==> src/rtl/dspi_rx_pkg.sv <==
package dspi_rx_pkg;
    parameter int unsigned WORD_W = 8;
    localparam int unsigned CNT_W = $clog2(WORD_W) + 1;

    typedef struct packed {
        logic [WORD_W-1:0] shreg;
        logic [CNT_W-1:0]  cnt;
        logic              dual;
        logic [WORD_W-1:0] data;
        logic              vld;
        logic              done;
    } asm_state_t;

    typedef struct packed {
        logic sclk_prev;
        logic csn_prev;
    } edge_state_t;
endpackage

==> src/rtl/dspi_sync.sv <==
module dspi_sync #(
    parameter int unsigned    N_BITS  = 5,
    parameter int unsigned    STAGES  = 2,
    parameter logic [N_BITS-1:0] RST_VAL = '0
) (
    input  logic              clk,
    input  logic              rst_n,
    input  logic [N_BITS-1:0] async_i,
    output logic [N_BITS-1:0] sync_o
);
    logic [N_BITS-1:0] stg_d [STAGES];
    logic [N_BITS-1:0] stg_q [STAGES];

    always_comb begin
        stg_d[0] = async_i;
        for (int i = 1; i < STAGES; i++) begin
            stg_d[i] = stg_q[i-1];
        end
    end

    always_ff @(posedge clk or negedge rst_n) begin
        if (!rst_n) begin
            for (int i = 0; i < STAGES; i++) begin
                stg_q[i] <= RST_VAL;
            end
        end else begin
            for (int i = 0; i < STAGES; i++) begin
                stg_q[i] <= stg_d[i];
            end
        end
    end

    assign sync_o = stg_q[STAGES-1];
endmodule

==> src/rtl/dspi_edge.sv <==
module dspi_edge
    import dspi_rx_pkg::*;
(
    input  logic clk,
    input  logic rst_n,
    input  logic sclk_s,
    input  logic csn_s,
    output logic sclk_rise,
    output logic cs_fall,
    output logic cs_rise,
    output logic cs_active
);
    edge_state_t st_d, st_q;

    always_comb begin
        st_d.sclk_prev = sclk_s;
        st_d.csn_prev  = csn_s;
    end

    always_ff @(posedge clk or negedge rst_n) begin
        if (!rst_n) begin
            st_q.sclk_prev <= 1'b0;
            st_q.csn_prev  <= 1'b1;
        end else begin
            st_q <= st_d;
        end
    end

    assign sclk_rise = sclk_s & ~st_q.sclk_prev;
    assign cs_fall   = ~csn_s & st_q.csn_prev;
    assign cs_rise   = csn_s & ~st_q.csn_prev;
    assign cs_active = ~csn_s;
endmodule

==> src/rtl/dspi_assembler.sv <==
module dspi_assembler
    import dspi_rx_pkg::*;
(
    input  logic              clk,
    input  logic              rst_n,
    input  logic              sclk_rise,
    input  logic              cs_fall,
    input  logic              cs_rise,
    input  logic              cs_active,
    input  logic              pri_s,
    input  logic              sec_s,
    input  logic              dual_s,
    output logic [WORD_W-1:0] data_o,
    output logic              vld_o,
    output logic              done_o,
    output logic              mode_o
);
    asm_state_t st_d, st_q;
    logic [WORD_W-1:0] shift_nx;
    logic [CNT_W-1:0]  step;
    logic [CNT_W-1:0]  cnt_nx;

    always_comb begin
        st_d      = st_q;
        st_d.vld  = 1'b0;
        st_d.done = 1'b0;
        step      = st_q.dual ? CNT_W'(2) : CNT_W'(1);
        cnt_nx    = st_q.cnt + step;
        if (st_q.dual) begin
            shift_nx = {st_q.shreg[WORD_W-3:0], pri_s, sec_s};
        end else begin
            shift_nx = {st_q.shreg[WORD_W-2:0], pri_s};
        end

        if (cs_rise) begin
            st_d.shreg = '0;
            st_d.cnt   = '0;
            st_d.done  = 1'b1;
        end else if (cs_fall) begin
            st_d.shreg = '0;
            st_d.cnt   = '0;
            st_d.dual  = dual_s;
        end else if (cs_active && sclk_rise) begin
            st_d.shreg = shift_nx;
            if (cnt_nx == CNT_W'(WORD_W)) begin
                st_d.cnt  = '0;
                st_d.data = shift_nx;
                st_d.vld  = 1'b1;
            end else begin
                st_d.cnt = cnt_nx;
            end
        end
    end

    always_ff @(posedge clk or negedge rst_n) begin
        if (!rst_n) begin
            st_q <= '0;
        end else begin
            st_q <= st_d;
        end
    end

    assign data_o = st_q.data;
    assign vld_o  = st_q.vld;
    assign done_o = st_q.done;
    assign mode_o = st_q.dual;
endmodule

==> src/rtl/dspi_cmd_rx.sv <==
module dspi_cmd_rx
    import dspi_rx_pkg::*;
(
    input  logic              clk,
    input  logic              rst_n,
    input  logic              sclk_i,
    input  logic              csn_i,
    input  logic              pri_i,
    input  logic              sec_i,
    input  logic              dual_i,
    output logic [WORD_W-1:0] byte_o,
    output logic              byte_vld_o,
    output logic              cmd_end_o
);
    localparam int unsigned PIN_N = 5;

    logic [PIN_N-1:0] pins_async;
    logic [PIN_N-1:0] pins_s;
    logic sclk_rise, cs_fall, cs_rise, cs_active;
    logic mode_q;

    assign pins_async = {dual_i, sec_i, pri_i, csn_i, sclk_i};

    dspi_sync #(
        .N_BITS (PIN_N),
        .STAGES (2),
        .RST_VAL(5'b00010)
    ) u_sync (
        .clk    (clk),
        .rst_n  (rst_n),
        .async_i(pins_async),
        .sync_o (pins_s)
    );

    dspi_edge u_edge (
        .clk      (clk),
        .rst_n    (rst_n),
        .sclk_s   (pins_s[0]),
        .csn_s    (pins_s[1]),
        .sclk_rise(sclk_rise),
        .cs_fall  (cs_fall),
        .cs_rise  (cs_rise),
        .cs_active(cs_active)
    );

    dspi_assembler u_asm (
        .clk      (clk),
        .rst_n    (rst_n),
        .sclk_rise(sclk_rise),
        .cs_fall  (cs_fall),
        .cs_rise  (cs_rise),
        .cs_active(cs_active),
        .pri_s    (pins_s[2]),
        .sec_s    (pins_s[3]),
        .dual_s   (pins_s[4]),
        .data_o   (byte_o),
        .vld_o    (byte_vld_o),
        .done_o   (cmd_end_o),
        .mode_o   (mode_q)
    );
endmodule

==> config.mk <==
export PLATFORM = sky130hd
export DESIGN_NAME = dspi_cmd_rx
export DESIGN_NICKNAME = d
export VERILOG_FILES = /design/src/rtl/dspi_rx_pkg.sv /design/src/rtl/dspi_sync.sv /design/src/rtl/dspi_edge.sv /design/src/rtl/dspi_assembler.sv /design/src/rtl/dspi_cmd_rx.sv
export SDC_FILE = /design/constraint.sdc
export NUM_CORES = 1
export LEC_CHECK = 0
export ABC_AREA = 1
export CAP_MARGIN = 10
export CORE_MARGIN = 2
export CORE_UTILIZATION = 37
export CTS_CLUSTER_SIZE = 20
export DETAILED_ROUTE_END_ITERATION = 8
export GPL_TIMING_DRIVEN = 0
export HOLD_SLACK_MARGIN = 0.15
export PLACE_DENSITY = 0.56
export SLEW_MARGIN = 20
export SYNTH_ARGS = -nofsm -noshare
export SYNTH_HDL_FRONTEND = slang
export SYNTH_SLANG_ARGS = --single-unit
==> constraint.sdc <==
create_clock -name clk -period 4.2 [get_ports clk]
set_clock_uncertainty 0.2 [all_clocks]
set_input_delay 0.84 -clock clk [delete_from_list [all_inputs] [get_ports clk]]
set_output_delay 0.84 -clock clk [all_outputs]
set_load 0.005 [all_outputs]
==> flow_summary.yaml <==
synthesis:
  syn_area_mm2: 0.001485
  synth.avg_cell_area_um2: 9.901
  ys_ff_latch: 34
  syn_inst: 150
  synth_top_area_share_pct: 52.23
  ys_top_cells_by_area: "dfrtp_1 (52%), nand2_1 (8.8%), dfstp_2 (5.3%), nand3_1 (4.7%), buf_4 (4.0%)"
  yosys.area.top_type: "dfrtp_1"
  yosysWarnings: 0
  syn_nets: 160
  synthDistinctLibCells: 24
  seq_area_frac_synth_pct: 57.54
global_route:
  overflow: 0
  antenna_found_initial: 0
  grt_pass1_vias: 1004
  grt_max_degree: 19
  grt_first_pass_wirelength_um: 4485
  grt_usage_pct: 13.54
worst_hold_path:
  min_path_type: "reg -> reg"
floorplan:
  dieHeight_um: 67.36
  die_x_um: 67.36
  initial_core_util_pct: 37.67
  io_pins: 17
  core_mm2: 0.003943
  die_area_mm2: 0.004537
  rows: 23
job:
  cap_violations: 0
clock_tree:
  cts_resized: 0
  htreeDepth: 2
  cts_buffer_depth: 2
  post_cts_buffers: 0
  cts_buffers: 5
  worstSkewPairLatency_ns: 0.28
  cts_tree: "yes"
  cts_root_buf: "clkbuf_8"
  clkTransAtPathRegs_ns: 0.07
  cts.sinks: 34
drt:
  wl_per_cell_um: 11.13
  dr.first_iter.drc_count: 24
  drt-total-wl_um: 2515
  ant_nets: 0
  drcViolationCount: 0
  vias: 1040
  drt_pass1_iterations: 6
  avgViaCountPerCell: 4.602
timing:
  worst_pin_slew_ns: 0.4398
  max_freq_mhz: 416.4
  setup_viol: 0
  slew_headroom_pct: 70.68
  final_max_slew_viol_count: 0
  rsz0062_at_grt: "no"
  fin_tns_setup_ns: 0
  period_share_pct: 57.18
  min_period_ns: 2.402
  holdWs_ns: 0.1516
  worst_slack_ns: 1.798
  hold_viol_final: 0
worst_setup_path:
  crit_required_ns: 4.17
  crit_top_cell: "nand2_1"
  cp-start-kind: "flop"
  arrival_ns: 2.37
  cpPeakStageDelay_ns: 0.52
  worstSetupPathType: "reg -> reg"
  critical_path_peak_fanout: 9
  crit_chain: "inv_1 > ha_1 > fa_1 > nor2_1 > nand3_4 > nor2_8 > nand2_4 > nand2_1 > nand2_1"
  endpoint_kind: "flop"
  slowest_stage: "dfrtp_1"
cells_and_area:
  diodes: 0
  fin_nets: 185
  fin_area_mm2: 0.001832
  fill_cells: 382
  drive_gt1_share_pct: 17.61
  syn_to_final_growth_pct: 23.34
power_and_ir_drop:
  cellPowerDensity_mw_per_mm2: 353.2
  p_total_mw: 0.6470
  leakage_nw: 0.8846
  ir_worst_vdd_v: 0.0002206
placed_design:
  routabilityCongestion: 0.8099
  numPortBuffers: 16
  place_area_mm2: 0.001730
  pre_cts_ws_ns: 1.820
  place_hpwl_um: 1873
outcome:
  outcome: "finished clean"
==> metal layers <==
layer | vias up | global-route usage, % | routed length [um]
li1 | 529 | - | -
met3 | 4 | 3.667 | 74
met5 | - | 0 | 0
met2 | 23 | 22.03 | 1204
met1 | 484 | 16.08 | 1194
met4 | 0 | 7.908 | 42
==> worst max-delay path, delay by kind of cell, from the launching register on <==
family / cells / cell delay, ns
adder cells (fa/ha/maj): 2 / 0.73
AND/OR/NAND/NOR: 6 / 0.71
flip-flops: 1 / 0.52
buffers and inverters: 1 / 0.12
==> where the power goes <==
| group | switching, mW | leakage, nW | internal (mW) |
|---|---|---|---|
| logic | 0.0359 | 0.396 | 0.0220 |
| registers | 0.00786 | 0.440 | 0.338 |
| clock network | 0.111 | 0.0482 | 0.132 |
| total | 0.155 | 0.885 | 0.492 |
==> what timing repair did <==
action,4_1_cts,5_1_grt
endpoints found under the setup margin,0,0
hold endpoints to repair,1,0
hold buffers,1,0
==> logic make-up after synthesis <==
family | count (synthesis) | synth area share, %
fa+ha+maj | 3 | 3.033
buf+inv | 27 | 9.014
flops | 34 | 57.54
compound gates | 18 | 6.150
simple gates | 68 | 24.26
==> cells in the mapped netlist (all sizes together) <==
| cell type | instances |
|---|---|
| nand2 | 37 |
| dfrtp | 31 |
| inv | 17 |
| o21ai | 17 |
| nand3 | 16 |
| buf | 9 |
| nand4 | 7 |
| nor2 | 6 |
| dfstp | 3 |
| ha | 2 |
| and2 | 1 |
| clkbuf | 1 |
| fa | 1 |
| nand3b | 1 |
| o22ai | 1 |
==> area by class of cell <==
cell class                      count  area [um^2]  share of cell area [%]
Timing Repair Buffer               18        192.7                   10.52
Sequential cell                    34        854.6                   46.65
Multi-Input combinational cell     89        496.7                   27.12
Tap cell                           50        62.56                   3.415
Inverter                           17        63.81                   3.484
Clock buffer                        7        86.33                   4.713
Buffer                             10        70.07                   3.825
Clock inverter                      1        5.005                  0.2732
==> state kept, by name, indices dropped and copies added (netlist names) <==
| register | count |
|---|---|
| u_asm.done_o | 1 |
| u_sync.sync_o | 5 |
| u_asm.st_q | 11 |
| u_edge.st_q | 2 |
| u_asm.data_o | 8 |
| u_asm.vld_o | 1 |
| u_sync.stg_d | 5 |
| u_asm.mode_o | 1 |
==> cells in the final DEF (no fill, tap or decap), types with 2 or more instances in the layout <==
cell	instances
nand2_1	35
dfrtp_1	31
dfstp_2	3
buf_4	8
nand4_1	7
clkbuf_8	6
o21ai_0	10
clkdlybuf4s50_1	15
inv_2	2
nor2_1	3
o21ai_1	7
nand3_1	14
inv_1	15
buf_2	2
ha_1	2
nand3_4	2
==> metrics by stage <==
step | util [%] | cells
after floorplan | - | 150
after global placement | 43.32 | 216
after detailed placement | 43.89 | 217
after CTS | 46.46 | 226
after global routing | 46.46 | 226
final | 46.46 | 226
==> worst paths after layout <==
check                                      from               end  slack [ns]  cells past startpoint
min in group asynchronous                 rst_n   u_asm.data_o[2]        0.29                      1
worst min-delay path            u_sync.stg_d[2]  u_sync.sync_o[2]        0.15                      0
worst max-delay path               u_asm.mode_o   u_asm.data_o[4]        1.80                      9
worst min register to register  u_sync.stg_d[2]  u_sync.sync_o[2]        0.15                      0
worst max register to register     u_asm.mode_o   u_asm.data_o[4]        1.80                      9
max in group asynchronous                 rst_n   u_sync.stg_d[1]        2.99                      2
(Power assumes the default switching activity.)
